File: src/rtl/rxq_pkg.sv
package rxq_pkg;

    typedef enum logic [1:0] {
        REG_FLAGS  = 2'd0,
        REG_ENABLE = 2'd1
    } reg_sel_e;

    localparam int REG_W        = 8;
    localparam int FLAG_FULL    = 0;
    localparam int FLAG_OVR     = 1;
    localparam int EN_RX        = 0;
    localparam int EN_OVR       = 1;
    localparam int EN_W         = 2;

endpackage

File: src/rtl/rxq_store.sv
module rxq_store #(
    parameter int FRAME_W = 80,
    parameter int DEPTH   = 4,
    localparam int PTR_W  = (DEPTH > 1) ? $clog2(DEPTH) : 1,
    localparam int CNT_W  = $clog2(DEPTH + 1)
) (
    input  logic               clk,
    input  logic               rst_n,
    input  logic               push_en,
    input  logic               pop_en,
    input  logic [FRAME_W-1:0] push_frame,
    output logic [FRAME_W-1:0] head_frame,
    output logic [CNT_W-1:0]   level,
    output logic               at_cap,
    output logic               is_empty
);

    typedef struct packed {
        logic [PTR_W-1:0] wr_ptr;
        logic [PTR_W-1:0] rd_ptr;
        logic [CNT_W-1:0] level;
    } ptr_state_t;

    ptr_state_t st_d, st_q;

    logic [FRAME_W-1:0] slot_d [DEPTH];
    logic [FRAME_W-1:0] slot_q [DEPTH];

    function automatic logic [PTR_W-1:0] bump(input logic [PTR_W-1:0] p);
        return (p == PTR_W'(DEPTH - 1)) ? '0 : p + PTR_W'(1);
    endfunction

    always_comb begin
        st_d = st_q;
        if (push_en) begin
            st_d.wr_ptr = bump(st_q.wr_ptr);
        end
        if (pop_en) begin
            st_d.rd_ptr = bump(st_q.rd_ptr);
        end
        case ({push_en, pop_en})
            2'b10:   st_d.level = st_q.level + CNT_W'(1);
            2'b01:   st_d.level = st_q.level - CNT_W'(1);
            default: st_d.level = st_q.level;
        endcase
    end

    always_ff @(posedge clk or negedge rst_n) begin
        if (!rst_n) begin
            st_q <= '0;
        end else begin
            st_q <= st_d;
        end
    end

    for (genvar g = 0; g < DEPTH; g++) begin : g_slot
        always_comb begin
            slot_d[g] = slot_q[g];
            if (push_en && (st_q.wr_ptr == PTR_W'(g))) begin
                slot_d[g] = push_frame;
            end
        end

        always_ff @(posedge clk or negedge rst_n) begin
            if (!rst_n) begin
                slot_q[g] <= '0;
            end else begin
                slot_q[g] <= slot_d[g];
            end
        end
    end

    assign head_frame = slot_q[st_q.rd_ptr];
    assign level      = st_q.level;
    assign at_cap     = (st_q.level == CNT_W'(DEPTH));
    assign is_empty   = (st_q.level == '0);

endmodule

File: src/rtl/rxq_fg_ctrl.sv
module rxq_fg_ctrl #(
    parameter int FRAME_W = 80
) (
    input  logic               clk,
    input  logic               rst_n,
    input  logic               q_empty,
    input  logic [FRAME_W-1:0] head_frame,
    input  logic               release_req,
    output logic               pop,
    output logic [FRAME_W-1:0] fg_frame,
    output logic               fg_full
);

    typedef struct packed {
        logic [FRAME_W-1:0] frame;
        logic               full;
    } fg_state_t;

    fg_state_t fg_d, fg_q;
    logic      load;

    always_comb begin
        fg_d = fg_q;
        load = !fg_q.full && !q_empty;
        if (load) begin
            fg_d.frame = head_frame;
            fg_d.full  = 1'b1;
        end else if (release_req) begin
            fg_d.full  = 1'b0;
        end
    end

    always_ff @(posedge clk or negedge rst_n) begin
        if (!rst_n) begin
            fg_q <= '0;
        end else begin
            fg_q <= fg_d;
        end
    end

    assign pop      = load;
    assign fg_frame = fg_q.frame;
    assign fg_full  = fg_q.full;

endmodule

File: src/rtl/rxq_regs.sv
module rxq_regs
    import rxq_pkg::*;
(
    input  logic             clk,
    input  logic             rst_n,
    input  logic             wr_en,
    input  logic [1:0]       addr,
    input  logic [REG_W-1:0] wr_data,
    input  logic             fg_full,
    input  logic             ovr_set,
    output logic             release_fg,
    output logic             ovr_flag,
    output logic [EN_W-1:0]  en_bits,
    output logic             rx_irq,
    output logic             ovr_irq,
    output logic [REG_W-1:0] rd_data
);

    typedef struct packed {
        logic            ovr;
        logic [EN_W-1:0] en;
    } reg_state_t;

    reg_state_t rs_d, rs_q;
    logic       flag_wr;
    logic       en_wr;
    logic       unused_wbits;

    assign flag_wr      = wr_en && (addr == REG_FLAGS);
    assign en_wr        = wr_en && (addr == REG_ENABLE);
    assign unused_wbits = ^wr_data[REG_W-1:EN_W];

    always_comb begin
        rs_d = rs_q;
        if (ovr_set) begin
            rs_d.ovr = 1'b1;
        end else if (flag_wr && wr_data[FLAG_OVR]) begin
            rs_d.ovr = 1'b0;
        end
        if (en_wr) begin
            rs_d.en = wr_data[EN_W-1:0];
        end
    end

    always_ff @(posedge clk or negedge rst_n) begin
        if (!rst_n) begin
            rs_q <= '0;
        end else begin
            rs_q <= rs_d;
        end
    end

    always_comb begin
        rd_data = '0;
        case (addr)
            REG_FLAGS: begin
                rd_data[FLAG_FULL] = fg_full;
                rd_data[FLAG_OVR]  = rs_q.ovr;
            end
            REG_ENABLE: begin
                rd_data[EN_W-1:0] = rs_q.en;
            end
            default: rd_data = '0;
        endcase
    end

    assign release_fg = flag_wr && wr_data[FLAG_FULL];
    assign ovr_flag   = rs_q.ovr;
    assign en_bits    = rs_q.en;
    assign rx_irq     = fg_full  && rs_q.en[EN_RX];
    assign ovr_irq    = rs_q.ovr && rs_q.en[EN_OVR];

endmodule

File: src/rtl/rxq_foreground.sv
module rxq_foreground
    import rxq_pkg::*;
#(
    parameter int FRAME_W = 80,
    parameter int DEPTH   = 4,
    localparam int CNT_W  = $clog2(DEPTH + 1)
) (
    input  logic               clk,
    input  logic               rst_n,
    input  logic               push_valid,
    input  logic               push_ok,
    input  logic [FRAME_W-1:0] push_frame,
    input  logic               reg_wr,
    input  logic [1:0]         reg_addr,
    input  logic [REG_W-1:0]   reg_wdata,
    output logic [REG_W-1:0]   reg_rdata,
    output logic [FRAME_W-1:0] fg_frame,
    output logic               rx_irq,
    output logic               ovr_irq
);

    logic               accept;
    logic               ovr_set;
    logic               push_en;
    logic               pop;
    logic               q_empty;
    logic               q_at_cap;
    logic [CNT_W-1:0]   q_level;
    logic [FRAME_W-1:0] head_frame;
    logic               release_fg;
    logic               fg_full;
    logic               ovr_flag;
    logic [EN_W-1:0]    en_bits;

    assign accept  = push_valid && push_ok;
    assign ovr_set = accept && q_at_cap && !pop;
    assign push_en = accept && !ovr_set;

    rxq_store #(
        .FRAME_W (FRAME_W),
        .DEPTH   (DEPTH)
    ) store_i (
        .clk        (clk),
        .rst_n      (rst_n),
        .push_en    (push_en),
        .pop_en     (pop),
        .push_frame (push_frame),
        .head_frame (head_frame),
        .level      (q_level),
        .at_cap     (q_at_cap),
        .is_empty   (q_empty)
    );

    rxq_fg_ctrl #(
        .FRAME_W (FRAME_W)
    ) fg_i (
        .clk         (clk),
        .rst_n       (rst_n),
        .q_empty     (q_empty),
        .head_frame  (head_frame),
        .release_req (release_fg),
        .pop         (pop),
        .fg_frame    (fg_frame),
        .fg_full     (fg_full)
    );

    rxq_regs regs_i (
        .clk        (clk),
        .rst_n      (rst_n),
        .wr_en      (reg_wr),
        .addr       (reg_addr),
        .wr_data    (reg_wdata),
        .fg_full    (fg_full),
        .ovr_set    (ovr_set),
        .release_fg (release_fg),
        .ovr_flag   (ovr_flag),
        .en_bits    (en_bits),
        .rx_irq     (rx_irq),
        .ovr_irq    (ovr_irq),
        .rd_data    (reg_rdata)
    );

endmodule

File: config.mk
export PLATFORM = sky130hd
export DESIGN_NAME = rxq_foreground
export DESIGN_NICKNAME = d
export VERILOG_FILES = /design/src/rtl/rxq_pkg.sv /design/src/rtl/rxq_store.sv /design/src/rtl/rxq_fg_ctrl.sv /design/src/rtl/rxq_regs.sv /design/src/rtl/rxq_foreground.sv
export SDC_FILE = /design/constraint.sdc
export NUM_CORES = 1
export LEC_CHECK = 0
export BUFFER_PORTS_ARGS = -buffer_cell sky130_fd_sc_hd__buf_2
export CORE_MARGIN = 1
export CORE_UTILIZATION = 45
export DETAILED_ROUTE_END_ITERATION = 6
export GPL_TIMING_DRIVEN = 0
export SLEW_MARGIN = 20
export SYNTH_ARGS = -nofsm -noshare
export SYNTH_HDL_FRONTEND = slang
export SYNTH_HIERARCHICAL = 1
export SYNTH_SLANG_ARGS = --single-unit
File: constraint.sdc
create_clock -name clk -period 3.2 [get_ports clk]
set_input_delay 0.64 -clock clk [delete_from_list [all_inputs] [get_ports clk]]
set_output_delay 0.64 -clock clk [all_outputs]
set_load 0.005 [all_outputs]
==> impl_metrics.toml, run 1 <==
[critical_path]
reg2reg_from = "store_i/level[0]"
worstPathArrival_ps = 3250
cp_max_fo = 14
critPathRequiredTime_ps = 3690
critPathLaunch = "store_i/level[0]"
r2r_slack_ps = 430
r2r_end = "store_i/level[2]"
reg2reg_depth = 13
crit_type = "reg -> reg"
cp-end-kind = "register"
cp-start-kind = "register"

[finish]
drive_gt1_frac = 0.629
num-nets-final = 1336
syn_to_final_growth_pct = 18.0
n_fill_cell = 3231
final_cells = 1788
fin_util = 0.540

[floorplan]
io_pins = 185
coreArea_um2 = 38700
die_area_um2 = 40200
start_util = 0.457
die_w_um = 200
die_h_um = 200
row_count = 72

[place]
placed_cells = 1705
dpl_worst_slack_ps = 365
portBuffers = 172
routabilityCongestion = 0.736
dp_hpwl_mm = 23.3

[timing]
slew_headroom = 0.651
rsz0062_at_grt = "no"
fin_hold_ws_ps = 21.3
fin_ws_ps = 435
worst_pin_slew_ps = 519
fin_crit_sh = 0.864
finalHoldViolations = 0
clock.fmax_mhz = 362
final-max-slew-violation-count = 0
period_needed_ps = 2770
setup_viol = 0
clock-skew-final_ps = 13.4

[drt]
drc = 0
drt-wirelength-per-cell_um = 20.3
vias_per_cell = 5.23
first_iter_violations = 346
vias = 9357
wl_mm = 36.2
drt_first_pass_iters = 4
drt.antenna.violating_nets = 0

[yosys]
avgSynthCellArea_um2 = 17.6
syn-cell-area_um2 = 17700
yosys_warnings = 6
synthCells = 1006

[power_and_ir_drop]
power_density_nw_per_um2 = 1010
ir_drop_uv = 470
p_total_uw = 21100
p_leak_uw = 0.00943

[cts]
htree_num_levels = 2
root_buffer = "clkbuf_16"
path_clk_slew_ps = 60
tritoncts = "yes"
numCtsBuffers = 45
clockBufferDepth = 3
worst_skew_pair.late_latency_ps = 560
cts_setup_buffers = 0
cts_hold_buf = 0
cts_resized = 0
cts_sinks = 411

[worst_hold_path]
hold_path.class = "in -> async"

[global_route]
grt_pass1_wl_mm = 58.9
overflow = 0
grt_pass1_vias = 10200
grt_usage = 0.189
antenna_found_initial = 4
grt_start_max_net_pins = 100

[flow_run]
max_cap_violations = 0

[run_status]
status = "finished clean"
how the worst max path moves through the flow:
stage                                     end  slack [ps]  cells past startpoint
after floorplan              store_i/level[2]         840                     13
after global placement    store_i/slot_q[213]       -6880                      1
after detailed placement     store_i/level[2]         360                     13
after CTS                    store_i/level[2]         340                     13
after global routing         store_i/level[2]         260                     13
final                        store_i/level[2]         430                     13
per-stage QoR:
| step | setup TNS (ps) | instance area [µm²] |
|---|---|---|
| floorplan | 0 | 17700 |
| global placement | -2795460 | 19200 |
| detailed placement | 0 | 19400 |
| CTS | 0 | 20900 |
| global route | 0 | 20900 |
| finish | 0 | 20900 |
report_power, final:
part	leakage (µW)	internal, µW	switching [µW]	total [µW]
combinational	0.00368	4410	2470	6880
sequential	0.00498	7760	1200	8960
clock	0.000756	3240	2050	5290
total	0.00943	15400	5720	21100
routing by layer:
| metal | vias up | global-route usage | share of wire |
|---|---|---|---|
| met2 | 143 | 0.308 | 0.49 |
| met3 | 49 | 0.0370 | 0.041 |
| met5 | - | 0 | 0.00091 |
| li1 | 4186 | - | - |
| met4 | 4 | 0.0548 | 0.018 |
| met1 | 4975 | 0.257 | 0.45 |
critical path, stage by stage (launching register included):
cell	delay [ps]
dfrtp_1	400
nor3_1	460
nor2_4	220
buf_6	230
inv_1	60
a21oi_1	80
buf_6	150
inv_1	60
ha_1	170
inv_1	60
fa_1	370
xor2_1	150
nor2_1	110
xor2_1	150
cells in the final DEF (no fill, tap or decap), drive strengths merged:
cell type and count:
dfrtp 411, nor2 5, mux4 80, and3 1
nand4bb 1, nor3 1, ha 6, or3 1
mux2 404, xor2 2, clkbuf 79, diode 2
bufinv 3, clkinv 5, xnor2 1, buf 231
nand3b 1, clkinvlp 3, and4bb 1, inv 8
conb 6, nand2 6, mux2i 4, and2 2
a21o 1, a21oi 1, nor3b 1, fa 1
o21ai 2
flip-flops by register name, indices dropped and copies added (netlist names):
| register | flops |
|---|---|
| fg_i/fg_frame | 80 |
| store_i/slot_q | 320 |
| fg_i/fg_full | 1 |
| store_i/level | 3 |
| store_i/st_q | 4 |
| regs_i/en_bits | 2 |
| regs_i/ovr_flag | 1 |
layout make-up:
cell class / count / area [µm²] / share of cell area
inverters: 7 / 26.3 / 0.00126
flip-flops and latches: 411 / 10300 / 0.492
plain buffers: 65 / 732 / 0.0350
clock inverters: 12 / 146 / 0.00700
multi-input cells: 528 / 6690 / 0.320
diodes: 2 / 5.00 / 0.000239
well taps: 518 / 648 / 0.0310
repair buffers: 176 / 981 / 0.0469
clock buffers: 69 / 1400 / 0.0669
No activity file was read; power rests on OpenSTA's default activity.
==> run 2, diff against run 1 <==
- CORE_UTILIZATION: 45 -> 35
==> run 2 against run 1 <==
The flow now finishes with violations (DRC). Critical endpoint unchanged. Largest cell class unchanged. Critical path depth unchanged. Largest power group unchanged. Via count increased by 0.75%. Routed wire length increased by 2.9%. Highest routed layer unchanged. Fmax increased by 0.42%.
==> impl_metrics.toml, run 2 (synthesis results as in run 1) <==
[run_status]
status = "finished with violations"
violations = "DRC"

[finish]
top_register = "store_i/slot_q"
largest_register_ffs = 320
drive_gt1_frac = 0.626
syn_to_final_growth_pct = 19.2
final_common_cell = "dfrtp_1"
num-nets-final = 1338
fin_util = 0.422
final_cell_mix = "dfrtp_1, mux2_2, buf_2, mux4_2, clkbuf_16"

[floorplan]
die_h_um = 227
start_util = 0.354
io_pins = 185
row_count = 82
coreArea_um2 = 50100
die_w_um = 227
die_area_um2 = 51500

[global_route]
antenna_found_initial = 9
grt_usage = 0.151
overflow = 0
grt_start_max_net_pins = 100
grt_pass1_wl_mm = 59.1
grt_pass1_vias = 10200

[timing]
slew_headroom = 0.618
clock-skew-final_ps = 9.34
setup_viol = 0
rsz0062_at_grt = "no"
worst_pin_slew_ps = 571
final-max-slew-violation-count = 0
fin_crit_sh = 0.860
finalHoldViolations = 0
clock.fmax_mhz = 363
period_needed_ps = 2750
fin_ws_ps = 447

[place]
portBuffers = 172
routabilityCongestion = 0.707
dp_hpwl_mm = 24.3
dpl_worst_slack_ps = 402

[power_and_ir_drop]
p_total_uw = 21200
ir_drop_uv = 407
power_density_nw_per_um2 = 1000
p_leak_uw = 0.00943

[drt]
vias_per_cell = 4.85
vias = 9427
wl_mm = 37.3
drt_first_pass_iters = 6
drc = 4
first_iter_violations = 394
drt-wirelength-per-cell_um = 19.2
drt.antenna.violating_nets = 0

[cts]
cts_sinks = 411
worst_skew_pair.late_latency_ps = 560
tritoncts = "yes"
clockBufferDepth = 3
cts_resized = 0
root_buffer = "clkbuf_16"
numCtsBuffers = 46
path_clk_slew_ps = 60
htree_num_levels = 2

[critical_path]
worstPathArrival_ps = 3240
reg2reg_depth = 13
cp_max_fo = 14
crit_type = "reg -> reg"
reg2reg_from = "store_i/level[0]"
critPathLaunch = "store_i/level[0]"
cp-end-kind = "register"
cp-start-kind = "register"
r2r_end = "store_i/level[2]"
endpoint = "store_i/level[2]"
critPathRequiredTime_ps = 3680
r2r_slack_ps = 450

[flow_run]
max_cap_violations = 0

[worst_hold_path]
hold_path.class = "in -> reg"
-- run 2: worst min path at each step --
stage | start | end | slack (ps) | depth (start not counted)
5_1_grt | reg_wdata[1] | regs_i/en_bits[1] | 300 | 2
4_1_cts | reg_wdata[1] | regs_i/en_bits[1] | 270 | 2
6_report | reg_wdata[1] | regs_i/en_bits[1] | 300 | 2
3_3_place_gp | fg_i/fg_frame[4] | fg_i/fg_frame[4] | 470 | 1
3_5_place_dp | fg_i/fg_frame[36] | fg_i/fg_frame[36] | 470 | 1
2_1_floorplan | rst_n | fg_i/fg_frame[0] | 340 | 0
-- run 2: area by class of cell --
cell class              instances  area, µm²
inverters                       7       26.3
clock inverters                10        130
clock buffers                  72       1420
well taps                     672        841
plain buffers                  65        732
repair buffers                177        991
flip-flops and latches        411      10300
fillers                      4649      28900
multi-input cells             528       6690
diodes                          3       7.51
-- run 2: where the power goes --
group | switching, µW | internal [µW]
clock | 2050 | 3280
sequential | 1200 | 7760
combinational | 2480 | 4410
-- run 2: metrics by stage --
stage / std cells / setup TNS [ps] / hold slack [ps] / instance area, µm²
2_1_floorplan: 1011 / 0 / 344 / 17700
3_3_place_gp: 1855 / -2690540 / 467 / 19400
3_5_place_dp: 1859 / 0 / 472 / 19600
4_1_cts: 1942 / 0 / 265 / 21100
5_1_grt: 1944 / 0 / 296 / 21100
6_report: 1945 / 0 / 304 / 21100
-- run 2: per-layer routing --
metal	vias up	routed length, µm	part of all wire	GRT usage
li1	4200	-	-	-
met1	5004	16700	0.45	0.199
met2	149	18000	0.48	0.247
met3	62	1760	0.047	0.0363
met4	12	772	0.021	0.0474
met5	-	82	0.0022	0
-- run 2: repair_timing --
| item | 4_1_cts | 5_1_grt |
|---|---|---|
| setup buffers | 0 | 0 |
| hold buffers | 1 | 0 |
| hold endpoints to repair | 32 | 0 |
-- run 2: worst max-delay path, stage by stage, from the launching register on --
cell and delay [ps]:
dfrtp_1 410, nor3_1 400, nor2_4 220, buf_6 230
inv_1 60, a21oi_1 60, buf_6 150, inv_1 70
ha_1 180, inv_1 60, fa_1 380, xor2_1 150
nor2_1 110, xor2_1 160
==> run 3, diff against run 2 <==
- CELL_PAD_IN_SITES_DETAIL_PLACEMENT: unset -> 1
- CELL_PAD_IN_SITES_GLOBAL_PLACEMENT: unset -> 1
- MAX_ROUTING_LAYER: unset -> met4
- PLACE_DENSITY_LB_ADDON: unset -> 0.1
- RECOVER_POWER: unset -> 50
==> run 3 against run 2 <==
The run ends with capacitance limit, slew limit left. Critical path depth is the same. Cell area is 0.56% lower. Sequential cell count unchanged. Clock skew up 11 ps. Register-to-register slack lost 50 ps. Largest power group unchanged. Non-clock buffer count decreased by 1. Clock power shrank 0.9%. Cell count up 0.31%. Highest routed layer is now met4. Via count rose by 0.55%.
==> impl_metrics.toml, run 3 (synthesis results as in run 1) <==
[power_and_ir_drop]
p_total_uw = 21200
p_comb_frac = 0.326
switchingPower_uw = 5920
ir_drop_uv = 387
p_clk_frac = 0.249
power_density_nw_per_um2 = 1010
seqPwrFrac = 0.425
intPower_uw = 15300
p_leak_uw = 0.00930
swShare = 0.279

[floorplan]
io_pins = 185
die_h_um = 227
start_util = 0.354
die_area_um2 = 51500
die_w_um = 227
coreArea_um2 = 50100
row_count = 82

[global_route]
grt_start_max_net_pins = 92
overflow = 0
grt_pass1_vias = 10700
grt_pass1_wl_mm = 65.0
grt_usage = 0.172
antenna_found_initial = 7

[cts]
root_buffer = "clkbuf_16"
clockBufferDepth = 3
numCtsBuffers = 48
cts_resized = 0
path_clk_slew_ps = 60
cts_setup_buffers = 0
worst_skew_pair.late_latency_ps = 570
tritoncts = "yes"
cts_hold_buf = 0
cts_sinks = 411
htree_num_levels = 2

[finish]
drive_gt1_frac = 0.600
final_cell_mix = "dfrtp_1, mux2_2, buf_2, mux4_2, clkbuf_16"
final_cells = 1951
top_register = "store_i/slot_q"
fin_util = 0.420
num-nets-final = 1339
largest_register_ffs = 320
syn_to_final_growth_pct = 18.6
final_common_cell = "dfrtp_1"

[drt]
first_iter_violations = 434
drt.antenna.violating_nets = 0
vias = 9479
wl_mm = 40.8
drc = 0
drt-wirelength-per-cell_um = 20.9
drt_first_pass_iters = 4
vias_per_cell = 4.86

[place]
portBuffers = 172
routabilityCongestion = 0.694
placed_cells = 1859
dp_hpwl_mm = 25.8

[run_status]
status = "finished with violations"
violations = "capacitance limit, slew limit"

[timing]
final.setup.tns_ps = 0
clock-skew-final_ps = 19.9
final-max-slew-violation-count = 64
slew_headroom = -0.192
clock.fmax_mhz = 357
fin_crit_sh = 0.876
worst_pin_slew_ps = 1790
setup_viol = 0
fin_hold_ws_ps = 298
period_needed_ps = 2800
finalHoldViolations = 0
rsz0062_at_grt = "no"

[critical_path]
crit_type = "reg -> reg"
crit_path_cell_trace = "nor3_1 > nor2_4 > buf_6 > inv_1 > a21oi_1 > buf_6 > inv_1 > ha_1 > inv_1 > fa_1 > xor2_1 > nor2_1 > xor2_1"
path_common_cell = "inv_1"
cp-end-kind = "register"
critPathRequiredTime_ps = 3700
critPathLaunch = "store_i/level[0]"
cp-start-kind = "register"
worstPathArrival_ps = 3300
reg2reg_from = "store_i/level[0]"
cpPeakStageDelay_ps = 420
cp_max_fo = 14
reg2reg_depth = 13
slowest_stage = "nor3_1"

[worst_hold_path]
holdCritStartpoint = "reg_wdata[0]"
hold_path.class = "in -> reg"
whs_path_depth = 2

[flow_run]
max_cap_violations = 1
[run 3: cell count changes in the layout (fill, tap and decap cells not counted), sizes merged]
| cell | change |
|---|---|
| clkbuf | +36 |
| buf | -31 |
| diode | +5 |
| bufinv | -2 |
| clkinvlp | -2 |
| clkinv | +1 |
| dlygate4sd3 | -1 |
[run 3: worst max-delay path, delay by kind of cell, from the launching register on]
family | cells | cell delay [ps]
simple gates | 3 | 770
buf+inv | 5 | 580
fa+ha+maj | 2 | 560
flops | 1 | 400
xor+xnor | 2 | 310
compound gates | 1 | 80
[run 3: area by class of cell]
type,instances,area (µm²)
fill,5007,29100
sequential,411,10300
multi-input combinational,528,6690
clock buffer,77,1450
timing repair buffer,176,901
tap,672,841
buffer,65,732
clock inverter,7,60.1
inverter,7,26.3
antenna,8,20.0
[run 3: metrics by stage]
step	instance area [µm²]	worst slack (ps)
2_1_floorplan	17700	842
6_report	21000	397
4_1_cts	21100	298
5_1_grt	21000	168
3_5_place_dp	19600	354
3_3_place_gp	19400	-7320
[run 3: final timing paths]
| check | to | slack (ps) |
|---|---|---|
| min in group asynchronous | fg_i/fg_frame[15] | 520 |
| min | regs_i/en_bits[0] | 300 |
| max | store_i/level[2] | 400 |
| max reg2reg | store_i/level[2] | 400 |
| min reg2reg | fg_i/fg_frame[36] | 490 |
| max in group asynchronous | store_i/slot_q[52] | 610 |
[run 3: per-layer routing]
layer / wire length (µm) / track usage
met5: 0 / -
met4: 922 / 0.0528
met3: 1690 / 0.0339
met2: 20100 / 0.275
met1: 18000 / 0.222
[run 3: power by group through the flow]
stage / Sequential, µW / Combinational (µW) / Clock [µW]
5_1_grt: 9390 / 7570 / 5700
6_report: 9010 / 6910 / 5280
3_3_place_gp: 9030 / 6940 / 0
2_1_floorplan: 8710 / 5270 / 0
3_5_place_dp: 9100 / 7120 / 0
4_1_cts: 9030 / 7140 / 5500
